### config.mk
export PLATFORM = sky130hd
export DESIGN_NAME = hdlc_rx_ovr
export DESIGN_NICKNAME = d
export VERILOG_FILES = /design/src/rtl/hrx_pkg.sv /design/src/rtl/hrx_fifo.sv /design/src/rtl/hrx_ctrl.sv /design/src/rtl/hdlc_rx_ovr.sv
export SDC_FILE = /design/constraint.sdc
export NUM_CORES = 1
export LEC_CHECK = 0
export ABC_AREA = 0
export BUFFER_PORTS_ARGS = -buffer_cell sky130_fd_sc_hd__buf_2
export CAP_MARGIN = 10
export CORE_ASPECT_RATIO = 0.75
export CORE_MARGIN = 1.5
export CORE_UTILIZATION = 45
export CTS_CLUSTER_DIAMETER = 100
export CTS_CLUSTER_SIZE = 16
export DETAILED_ROUTE_END_ITERATION = 7
export PLACE_DENSITY = 0.68
export SYNTH_ARGS = -nofsm -noshare
export SYNTH_HDL_FRONTEND = slang
export SYNTH_SLANG_ARGS = --single-unit
### constraint.sdc
create_clock -name clk -period 1.7 [get_ports clk]
set_input_delay 0.17 -clock clk [delete_from_list [all_inputs] [get_ports clk]]
set_output_delay 0.17 -clock clk [all_outputs]
set_load 0.1 [all_outputs]
### src/rtl/hrx_pkg.sv
package hrx_pkg;
    typedef enum logic [1:0] {
        ST_HUNT  = 2'd0,
        ST_FRAME = 2'd1,
        ST_CLOSE = 2'd2
    } hrx_state_e;
endpackage

### src/rtl/hrx_fifo.sv
module hrx_fifo #(
    parameter int DW    = 8,
    parameter int DEPTH = 3,
    localparam int PW   = (DEPTH > 1) ? $clog2(DEPTH) : 1,
    localparam int CW   = $clog2(DEPTH + 1)
) (
    input  logic          clk,
    input  logic          rst_n,
    input  logic          clr,
    input  logic          push,
    input  logic          ovw,
    input  logic          pop,
    input  logic [DW-1:0] wdata,
    output logic [DW-1:0] rdata,
    output logic [CW-1:0] count
);
    typedef struct packed {
        logic [DEPTH-1:0][DW-1:0] mem;
        logic [PW-1:0]            rd;
        logic [PW-1:0]            wr;
        logic [CW-1:0]            cnt;
    } fifo_s;

    fifo_s q, d;

    function automatic logic [PW-1:0] step_ptr(input logic [PW-1:0] p);
        return (p == PW'(DEPTH - 1)) ? '0 : p + PW'(1);
    endfunction

    logic [PW-1:0] last_idx;
    assign last_idx = (q.wr == '0) ? PW'(DEPTH - 1) : q.wr - PW'(1);

    always_comb begin
        d = q;
        if (clr) begin
            d.rd  = '0;
            d.wr  = '0;
            d.cnt = '0;
        end else begin
            if (ovw) begin
                d.mem[last_idx] = wdata;
            end else if (push) begin
                d.mem[q.wr] = wdata;
                d.wr        = step_ptr(q.wr);
            end
            if (pop) begin
                d.rd = step_ptr(q.rd);
            end
            if (push && !ovw && !pop) begin
                d.cnt = q.cnt + CW'(1);
            end else if (pop && !(push && !ovw)) begin
                d.cnt = q.cnt - CW'(1);
            end
        end
    end

    always_ff @(posedge clk) begin
        if (!rst_n) q <= '0;
        else        q <= d;
    end

    assign rdata = q.mem[q.rd];
    assign count = q.cnt;
endmodule

### src/rtl/hrx_ctrl.sv
module hrx_ctrl
    import hrx_pkg::*;
#(
    parameter int DEPTH   = 3,
    parameter int LEN_W   = 16,
    parameter int OVR_LEN = 2,
    localparam int CW     = $clog2(DEPTH + 1)
) (
    input  logic             clk,
    input  logic             rst_n,
    input  logic             frame_start,
    input  logic             frame_end,
    input  logic             rx_valid,
    input  logic             addr_match,
    input  logic             drain,
    input  logic [CW-1:0]    fifo_cnt,
    input  logic             rxf_en,
    input  logic             rxb_en,
    output logic             push,
    output logic             ovw,
    output logic             pop,
    output logic             clr,
    output logic             buf_start,
    output logic             desc_close,
    output logic [LEN_W-1:0] desc_len,
    output logic             desc_ov,
    output logic             irq_rxf,
    output logic             irq_rxb,
    output logic             hunt,
    output logic             in_frame
);
    typedef struct packed {
        hrx_state_e       st;
        logic [LEN_W-1:0] len;
        logic             ov;
        logic             matched;
        logic             bstart;
        logic             close;
        logic [LEN_W-1:0] dlen;
        logic             dov;
        logic             rxf;
        logic             rxb;
    } ctrl_s;

    ctrl_s q, d;
    logic  full;

    assign full = (fifo_cnt == CW'(DEPTH));

    always_comb begin
        d        = q;
        d.bstart = 1'b0;
        d.close  = 1'b0;
        d.rxf    = 1'b0;
        d.rxb    = 1'b0;
        push     = 1'b0;
        ovw      = 1'b0;
        clr      = 1'b0;
        pop      = drain && (fifo_cnt != '0);
        unique case (q.st)
            ST_HUNT: begin
                clr = 1'b1;
                pop = 1'b0;
                if (frame_start) begin
                    d.st  = ST_FRAME;
                    d.len = '0;
                    d.ov  = 1'b0;
                end
            end
            ST_FRAME: begin
                if (rx_valid && full && !pop) begin
                    ovw       = 1'b1;
                    d.ov      = 1'b1;
                    d.matched = addr_match;
                    d.st      = ST_CLOSE;
                end else begin
                    if (rx_valid) begin
                        push     = 1'b1;
                        d.len    = q.len + LEN_W'(1);
                        d.bstart = (q.len == '0);
                    end
                    if (frame_end) begin
                        d.matched = addr_match;
                        d.st      = ST_CLOSE;
                    end
                end
            end
            ST_CLOSE: begin
                if (fifo_cnt == '0) begin
                    d.st = ST_HUNT;
                    if (q.ov) begin
                        d.close = 1'b1;
                        d.dov   = 1'b1;
                        if (q.matched) begin
                            d.dlen = q.len;
                            d.rxf  = rxf_en;
                        end else begin
                            d.dlen = LEN_W'(OVR_LEN);
                            d.rxb  = rxb_en;
                        end
                    end else if (q.matched) begin
                        d.close = 1'b1;
                        d.dov   = 1'b0;
                        d.dlen  = q.len;
                        d.rxf   = rxf_en;
                    end
                end
            end
            default: d.st = ST_HUNT;
        endcase
    end

    always_ff @(posedge clk) begin
        if (!rst_n) begin
            q    <= '0;
            q.st <= ST_HUNT;
        end else begin
            q <= d;
        end
    end

    assign buf_start  = q.bstart;
    assign desc_close = q.close;
    assign desc_len   = q.dlen;
    assign desc_ov    = q.dov;
    assign irq_rxf    = q.rxf;
    assign irq_rxb    = q.rxb;
    assign hunt       = (q.st == ST_HUNT);
    assign in_frame   = (q.st == ST_FRAME);
endmodule

### src/rtl/hdlc_rx_ovr.sv
module hdlc_rx_ovr #(
    parameter int DW      = 8,
    parameter int DEPTH   = 3,
    parameter int LEN_W   = 16,
    parameter int OVR_LEN = 2,
    localparam int CW     = $clog2(DEPTH + 1)
) (
    input  logic             clk,
    input  logic             rst_n,
    input  logic [DW-1:0]    rx_data,
    input  logic             rx_valid,
    input  logic             frame_start,
    input  logic             frame_end,
    input  logic             addr_match,
    input  logic             drain,
    input  logic             rxf_en,
    input  logic             rxb_en,
    output logic [DW-1:0]    fifo_data,
    output logic             fifo_valid,
    output logic             buf_start,
    output logic             desc_close,
    output logic [LEN_W-1:0] desc_len,
    output logic             desc_ov,
    output logic             irq_rxf,
    output logic             irq_rxb,
    output logic             hunt
);
    logic          push, ovw, pop, clr, in_frame;
    logic [CW-1:0] fifo_cnt;

    hrx_fifo #(.DW(DW), .DEPTH(DEPTH)) u_fifo (
        .clk   (clk),
        .rst_n (rst_n),
        .clr   (clr),
        .push  (push),
        .ovw   (ovw),
        .pop   (pop),
        .wdata (rx_data),
        .rdata (fifo_data),
        .count (fifo_cnt)
    );

    hrx_ctrl #(.DEPTH(DEPTH), .LEN_W(LEN_W), .OVR_LEN(OVR_LEN)) u_ctrl (
        .clk         (clk),
        .rst_n       (rst_n),
        .frame_start (frame_start),
        .frame_end   (frame_end),
        .rx_valid    (rx_valid),
        .addr_match  (addr_match),
        .drain       (drain),
        .fifo_cnt    (fifo_cnt),
        .rxf_en      (rxf_en),
        .rxb_en      (rxb_en),
        .push        (push),
        .ovw         (ovw),
        .pop         (pop),
        .clr         (clr),
        .buf_start   (buf_start),
        .desc_close  (desc_close),
        .desc_len    (desc_len),
        .desc_ov     (desc_ov),
        .irq_rxf     (irq_rxf),
        .irq_rxb     (irq_rxb),
        .hunt        (hunt),
        .in_frame    (in_frame)
    );

    assign fifo_valid = (fifo_cnt != '0);
endmodule

Yosys cells after proc, flatten, opt, wreduce, memory -nomap -nowiden
Cells that the tools add are included.
{ "classes": {"n_mul": 0, "n_shift": 0, "n_lt_le_gt_ge": 5, "bitwise": 8, "mux": 37, "n_div": 0, "n_reduce_logical": 33, "add_sub_neg": 6, "n_eq_ne": 11} }
{ "ops": {"columns": ["op", "n"], "rows": [
  ["19-bit two-way mux", 3],
  ["24-bit bitwise mux", 2],
  ["16-bit two-way mux", 3],
  ["24-bit two-way mux", 2],
  ["17-bit one-hot mux with 2 select lines", 1],
  ["8-bit demux with 2-bit select", 2],
  ["8-bit two-way mux", 3],
  ["16-bit by 1-bit adder with 16-bit output, second input constant", 1],
  ["8-bit binary-select mux with 2-bit select", 1],
  ["16-bit zero test", 1],
  ["2-bit two-way mux", 8],
  ["3-bit AND reduction", 4],
  ["2-bit nonzero test", 6],
  ["1-bit two-way mux", 11],
  ["2-bit by 3-bit less-than comparator with 1-bit output, second input constant", 3],
  ["2-bit equality test, second input constant", 4],
  ["1-bit logical AND", 8],
  ["1-bit inverter", 8],
  ["2-bit by 1-bit adder with 2-bit output, second input constant", 3],
  ["2-bit zero test", 3],
  ["2-bit != test, second input constant", 3],
  ["2-bit one-hot mux with 3 select lines", 1],
  ["2-bit AND reduction", 3],
  ["5-bit OR reduction", 1],
  ["other kinds (9)", 15]
]} }
{ "word_totals": {"ram_bits": 0, "rom_bits": 0, "register_bits": 71, "mem_count": 0, "output_inout_bits": 31, "latch_bits": 0, "in_bits": 17} }

Depth between registers and ports, before layout
Gate-level depths: netlist of run 1.
{ "depth": {"ltp_word": 12, "mapped_depth": 9, "mapped_depth_nobuf": 6} }

Hierarchy
A second synthesis of run 1 with hierarchy kept.
{ "hier_totals": {"cells_unflattened": 374, "area_unflattened_um2": 3417.0} }
{ "modules_own_cells": {"columns": ["module", "n_inst", "area_per_inst_um2", "cells_per_inst"], "rows": [
  ["hrx_ctrl", 1, 1946.9, 219],
  ["hrx_fifo", 1, 1463.9, 154],
  ["hdlc_rx_ovr", 1, 6.3, 1]
]} }

Least setup slack after synthesis of run 1
No wires, ideal clock.
{ "synth_timing": {"path_type": "register -> output", "from": "register u_fifo.q[5] in the netlist's numbering", "to": "output port fifo_data[6]", "setup_slack_ns": -0.879, "n_path_buf": 2, "arrival_ns": 2.409, "path_stages_with_launch": 5, "required_ns": 1.530, "path_cell_list": "dfxtp_1 > clkbuf_1 > clkbuf_1 > nand2_1 > o22ai_1"} }
{ "synth_between": {"elab_chain_len": 2} }
{ "synth_rtl": {"columns": ["element", "line_no", "text"], "rows": [
  ["start, declared", "hrx_fifo.sv:24", "fifo_s q, d;"],
  ["start signal, assigned", "hrx_fifo.sv:58", "if (!rst_n) q <= '0;"],
  ["start signal, assigned", "hrx_fifo.sv:59", "else q <= d;"],
  ["8-bit binary-select mux with 2-bit select", "hrx_fifo.sv:62", "assign rdata = q.mem[q.rd];"],
  ["8-bit two-way mux (not written as such)", "hrx_fifo.sv:62", null],
  ["end, declared", "hdlc_rx_ovr.sv:18", "output logic [DW-1:0] fifo_data,"]
]} }
Every way passes these cells. The select of a mux whose other input is x is not followed.

Worst setup path in the final report of run 1
{ "layout_timing": {"from": "register u_fifo.q (netlist bit u_fifo.count[1])", "to": "register u_ctrl.q[36] in the netlist's numbering"} }
{ "layout_between": {"elab_chain_len": 6, "word_cells_on_any_way": 8, "classes_between": "eq/ne (2); reduce/logical (6)"} }
{ "layout_rtl": {"columns": ["element", "line_no", "text"], "rows": [
  ["2-bit nonzero test", "hrx_ctrl.sv:59", "pop = drain && (fifo_cnt != '0);"],
  ["1-bit logical AND", "hrx_ctrl.sv:59", null],
  ["1-bit zero test", "hrx_ctrl.sv:71", "if (rx_valid && full && !pop) begin"],
  ["1-bit logical AND *", "hrx_ctrl.sv:71", null],
  ["2-bit != test (no source line) *", null, null],
  ["4-bit AND reduction (no source line) *", null, null],
  ["end, declared", "hrx_ctrl.sv:45", "ctrl_s q, d;"]
]} }
Mark *: on every way between the ends. The rest lies on a longest branch, timed or not.
A chain may end at the register's enable or synchronous reset.

==> results.toml, run 1 <==
[sta]
fmax_mhz = 566
final.setup_skew_ps = 6.10
worst_slack_ps = -67.9
fin_crit_sh_pct = 104
slew_headroom_pct = 64.2
finalCriticalPeriod_ps = 1770
setup_viol = 8
rsz0062_at_grt = "yes"
slew_viol_final = 0
finalHoldViolations = 0
tightest_slew_ps = 536

[layout]
fin_area_um2 = 4350
final_nets = 453
fill_cells = 592
multi_input_area_um2 = 1820
postLayoutCoreUtil_pct = 62.2
drive_above_1_share_pct = 29.2
regArea_um2 = 1420
synthToLayoutAreaGrowth_pct = 30.6
antenna-diode-count = 0

[synthesis]
yosys_warnings = 0
avgSynthCellArea_um2 = 8.90
synth_top_family_by_area = "simple AND/OR/NAND/NOR gates"
synth-simple-area-share_pct = 20.2
synth_fa_ha_area_share_pct = 3.38
synth.distinct_cells = 39
synth.top_cell.area_share_pct = 42.7
synth_xor_area_share_pct = 0.526
ys_ff_latch = 71
yosysSeqAreaShare_pct = 42.7
synth_cells = 374
ys_top_cells_by_area = "dfxtp_1 43%, mux2i_1 11%, nand2_1 6.2%, nor2b_1 3.8%, buf_4 3.6%"
synth_area_um2 = 3330
synth_top_area_cell = "dfxtp_1"
muxShareOfSynthArea_pct = 10.8
synth_compound_area_share_pct = 14.4
syn-num-nets = 400

[global_routing]
grt.busiest_layer = "met2"
grt_first_pass_wirelength_um = 12700
grt_overflow = 0
grt_use_met1_pct = 28.2
grt_pass1_vias = 2692
grt_max_degree = 39
grtUsageMet3_pct = 5.59
track_usage_pct = 20.3
grt_antenna_before_repair = 0
gr-usage-met2_pct = 30.7

[route]
drtIter0Drc = 158
drtAntennaViolNets = 0
dr.pass1.iters = 4
routed_wirelength_um = 7680
drc = 0
routedWlPerCell_um = 14.5
vias_per_cell = 5.45
vias = 2888

[die]
start_util_pct = 47.6
dieArea_um2 = 7930
ios = 48
die_x_um = 102
fp.dieH_um = 77.5
core_area_um2 = 6990
rows = 26

[pwr]
total_power_mw = 3.79
power.density_nw_per_um2 = 871
peakVddDrop_mv = 0.450
p_leak_nw = 1.59

[placement]
dpl.hpwl_um = 5300
globalplace.congestion = 0.779
dpl-instance-area_um2 = 3970
port_buffers = 47

[worst_setup_path]
worstReg2RegStart = "u_fifo.count[1]"
critPathArrivalTime_ps = 2040
r2r-end = "u_ctrl.q[36]"
crit_path_max_fanout = 16
r2r_cells = 5
cp-start-kind = "flip-flop"
critPathBufInv = 1
cp_slowest_stage_delay_ps = 470
reg2reg_slack_ps = -70
cp_slowest_cell = "or4_1"
setup.worst_path.start = "u_fifo.count[1]"
cp-end-kind = "flip-flop"
critPathKind = "reg -> reg"
path_cells = "and4b_1 -> a2111o_1 -> buf_6 -> or4_1 -> a21oi_1"
critPathRequiredTime_ps = 1970
crit_family = "simple AND/OR/NAND/NOR gates"

[clock_tree]
clkTransAtPathRegs_ps = 80
clkSinkCount = 71
clockRootBuffer = "clkbuf_8"
cts_tree = "built"
clock_latency_ps = 350
htree_levels = 3
cts_buffer_depth = 2
cts_buffers = 9

[hold_path]
hp-class = "in -> reg"
holdPathEnd = "u_ctrl.irq_rxf"
worstHoldStart = "rxf_en"
hold_depth = 2

[outcome]
outcome = "finished, violations left"
violations = "setup timing"

[job]
max_cap_violations = 0
## per-stage QoR
stage	TNS [ps]	cells	hold slack, ps	worst slack [ps]
floorplan	-1230	374	297	-167
global placement	-54.1	507	401	-19.8
detailed placement	-412	507	406	-66.2
CTS	-231	525	29.9	-58.2
global route	-1090	530	28.8	-120
finish	-240	530	44.2	-67.9
## state kept, by name, summed over array words and instances (netlist names)
signal and cells:
u_ctrl.buf_start 1, u_ctrl.desc_close 1, u_ctrl.desc_len 16, u_ctrl.desc_ov 1
u_ctrl.irq_rxb 1, u_ctrl.irq_rxf 1, u_ctrl.q 20, u_fifo.count 2
u_fifo.q 28
## placed cells by master (no fill, tap or decap), drive strengths merged, types with 9 or more instances in the layout
| cell | n |
|---|---|
| mux2i | 36 |
| ha | 9 |
| nor2b | 20 |
| a22oi | 15 |
| buf | 83 |
| a21oi | 21 |
| dfxtp | 71 |
| nand2 | 55 |
| o21ai | 17 |
| or3 | 9 |
| clkbuf | 10 |
## synth_stat cells, drive strengths merged
cell type,n
a2111o,1
a211o,1
a211oi,1
a21boi,4
a21oi,21
a22oi,15
and2,1
and3,2
and4,2
and4b,1
buf,22
clkbuf,19
dfxtp,71
ha,9
inv,8
mux2i,36
nand2,55
nand3,7
nand3b,1
nand4,5
nor2,8
nor2b,20
nor3,6
nor3b,2
nor4,3
nor4b,1
o21ai,17
o221a,1
o221ai,1
o22ai,8
o31ai,6
or2,2
or3,9
or4,6
xor2,2
## kinds of logic after synthesis
logic type	after synthesis
buf+inv	49
flops	71
simple gates	131
mux	36
compound gates	76
fa+ha+maj	9
xor+xnor	2
## power breakdown
part           switching [mW]  internal (mW)
Sequential             0.0116           1.68
Clock                   0.653           1.12
Combinational           0.202          0.121
## worst max-delay path by stage
stage                    to  slack (ps)  cells past startpoint
2_1_floorplan  fifo_data[3]        -170                      3
3_5_place_dp   u_ctrl.q[36]         -70                      5
3_3_place_gp   u_ctrl.q[32]         -20                      5
5_1_grt        u_ctrl.q[29]        -120                      5
6_report       u_ctrl.q[36]         -70                      5
4_1_cts        u_ctrl.q[36]         -60                      5
## metal layers
layer  up-vias  wire length [µm]
met3        11               442
li1       1409                 -
met5         -                 0
met1      1382              3750
met2        86              3400
met4         0                90
## cell type report
| class | count | area share (%) |
|---|---|---|
| multi-input cells | 254 | 41.8 |
| inverters | 8 | 0.691 |
| well taps | 98 | 2.82 |
| clock buffers | 10 | 2.94 |
| repair buffers | 83 | 15.9 |
| flip-flops and latches | 71 | 32.7 |
| clock inverters | 6 | 3.05 |
## timing repair
| item | 4_1_cts | 5_1_grt |
|---|---|---|
| buffers inserted | 2 | 5 |
| setup endpoints to repair | 23 | 21 |
| hold endpoints to repair | 0 | 0 |
| pin swaps | 0 | 1 |
| hold buffers | 0 | 0 |
| gates resized for setup | 6 | 10 |
(Power assumes the default switching activity.)
==> run 2: changes to the inputs <==
--- a/config.mk
+++ b/config.mk
@@ -15,6 +15,7 @@
 export CTS_CLUSTER_SIZE = 16
 export DETAILED_ROUTE_END_ITERATION = 7
 export PLACE_DENSITY = 0.68
+export SETUP_SLACK_MARGIN = 0.5
 export SYNTH_ARGS = -nofsm -noshare
 export SYNTH_HDL_FRONTEND = slang
 export SYNTH_SLANG_ARGS = --single-unit
==> results.toml, run 2 (synthesis gave the netlist of run 1 again) <==
[outcome]
outcome = "finished, violations left"
violations = "setup timing"

[sta]
worst_slack_ps = -198
slew_viol_final = 0
holdWs_ps = 43.1
finalHoldViolations = 0
slew_headroom_pct = 72.0
final.setup_skew_ps = 12.9
fin_crit_sh_pct = 112
finalCriticalPeriod_ps = 1900
setup_viol = 17
fmax_mhz = 527
rsz0062_at_grt = "yes"
tightest_slew_ps = 420

[die]
dieArea_um2 = 7930
fp.dieH_um = 77.5
ios = 48
rows = 26
start_util_pct = 47.6
die_x_um = 102
core_area_um2 = 6990

[clock_tree]
clkTransAtPathRegs_ps = 80
clockRootBuffer = "clkbuf_8"
clkSinkCount = 71
cts_buffers = 9
cts_buffer_depth = 2
clock_latency_ps = 360
htree_levels = 3
holdBufCountCts = 0
cts_tree = "built"

[hold_path]
hp-class = "in -> reg"
hold_depth = 3

[worst_setup_path]
critPathRequiredTime_ps = 1970
path_cells = "and4b_1 -> a2111o_2 -> or4_1 -> a21oi_1"
cp.depth = 4
cp-end-kind = "flip-flop"
cp_slowest_cell = "or4_1"
cp_slowest_stage_delay_ps = 510
critPathKind = "reg -> reg"
critPathArrivalTime_ps = 2170
crit_family = "simple AND/OR/NAND/NOR gates"
r2r_cells = 4
crit_path_max_fanout = 6
cp-start-kind = "flip-flop"
critPathBufInv = 0

[placement]
dpl.hpwl_um = 5440
port_buffers = 47
globalplace.congestion = 0.791
dpl-instance-area_um2 = 3990

[route]
routed_wirelength_um = 10700
vias_per_cell = 5.84
dr.pass1.iters = 6
routedWlPerCell_um = 19.2
drc = 0
vias = 3260
drtAntennaViolNets = 0
drtIter0Drc = 386

[pwr]
power.share.combinational_pct = 12.6
power_switching_mw = 0.917
p_leak_nw = 1.85
power.density_nw_per_um2 = 646
power_frac_seq_pct = 50.5
internal_power_mw = 2.44
peakVddDrop_mv = 0.508
pwr-share-clk_pct = 37.0
p_sw_share_pct = 27.3

[global_routing]
grt_pass1_vias = 3056
grt_antenna_before_repair = 0
grt_max_degree = 34
grt_overflow = 0
track_usage_pct = 26.4
grt_first_pass_wirelength_um = 16000

[job]
max_cap_violations = 0

[layout]
final_nets = 483
drive_above_1_share_pct = 46.3
regMostFlops = "u_fifo.q"
largest_register_ffs = 28
synthToLayoutAreaGrowth_pct = 56.0
final_common_cell = "dfxtp_1"
fin_area_um2 = 5190
mostFrequentLayoutCells = "63 x dfxtp_1, 51 x nand2_1, 50 x buf_4"
antenna-diode-count = 0
==> run 2: cell count changes in the layout (fill, tap and decap cells not counted), moves of 6 or more <==
cell | before | now
buf_2 | 39 | 16
buf_4 | 30 | 50
buf_6 | 1 | 21
a22oi_1 | 15 | 1
a22oi_2 | 0 | 14
mux2i_4 | 1 | 11
mux2i_1 | 32 | 23
a21oi_1 | 20 | 14
a21oi_2 | 1 | 7
buf_12 | 13 | 19
dfxtp_1 | 69 | 63
==> run 2: power by group through the flow <==
| stage | sequential (mW) | combinational, mW | clock [mW] |
|---|---|---|---|
| global route | 1.70 | 0.440 | 1.33 |
| detailed placement | 1.73 | 0.318 | 0 |
| finish | 1.69 | 0.422 | 1.24 |
| CTS | 1.69 | 0.385 | 1.23 |
| global placement | 1.73 | 0.312 | 0 |
| floorplan | 1.73 | 0.219 | 0 |
==> run 2: final timing paths <==
path	slack (ps)	to	startpoint
max	-200	u_ctrl.q[33]	u_fifo.count[1]
min	40	u_ctrl.irq_rxb	rxb_en
max reg2reg	-200	u_ctrl.q[33]	u_fifo.count[1]
min reg2reg	460	u_ctrl.desc_ov	u_ctrl.desc_ov
==> run 2: cell type report <==
type	instances	area, µm²
fill	449	1800
inverter	8	32.5
clock buffer	11	151
timing repair buffer	111	1190
multi-input combinational	256	2240
tap	98	123
sequential	71	1440
clock inverter	3	20.0
==> run 2: tightest hold or removal path, stage by stage <==
cell and delay, ps:
buf_2 90, nand2_1 70, nor3_2 40
==> run 2: metrics by stage <==
step           worst slack, ps  power [mW]  cells  utilization (%)  setup TNS [ps]
4_1_cts                  -35.8        3.31    548             70.7            -165
3_3_place_gp             -44.0        2.04    508             57.1            -591
3_5_place_dp             -76.7        2.04    508             57.1            -759
5_1_grt                   -273        3.47    558             74.2           -2670
2_1_floorplan            -74.0        1.95    374                -            -694
6_report                  -198        3.36    558             74.2           -1600
==> run 2: repair_timing <==
item,in CTS,in global routing
setup endpoints to repair,101,94
resized for setup,115,42
setup buffers,21,9
pin swaps,15,6
cloned,5,1
==> run 2: metal layers <==
layer	part of all wire (%)	vias to the layer above	GRT usage [%]	wire length [µm]
li1	-	1487	-	-
met1	42	1550	37.9	4550
met2	46	184	38.9	4930
met3	8.7	39	6.49	928
met4	2.9	0	8.22	313
met5	0	-	0	0
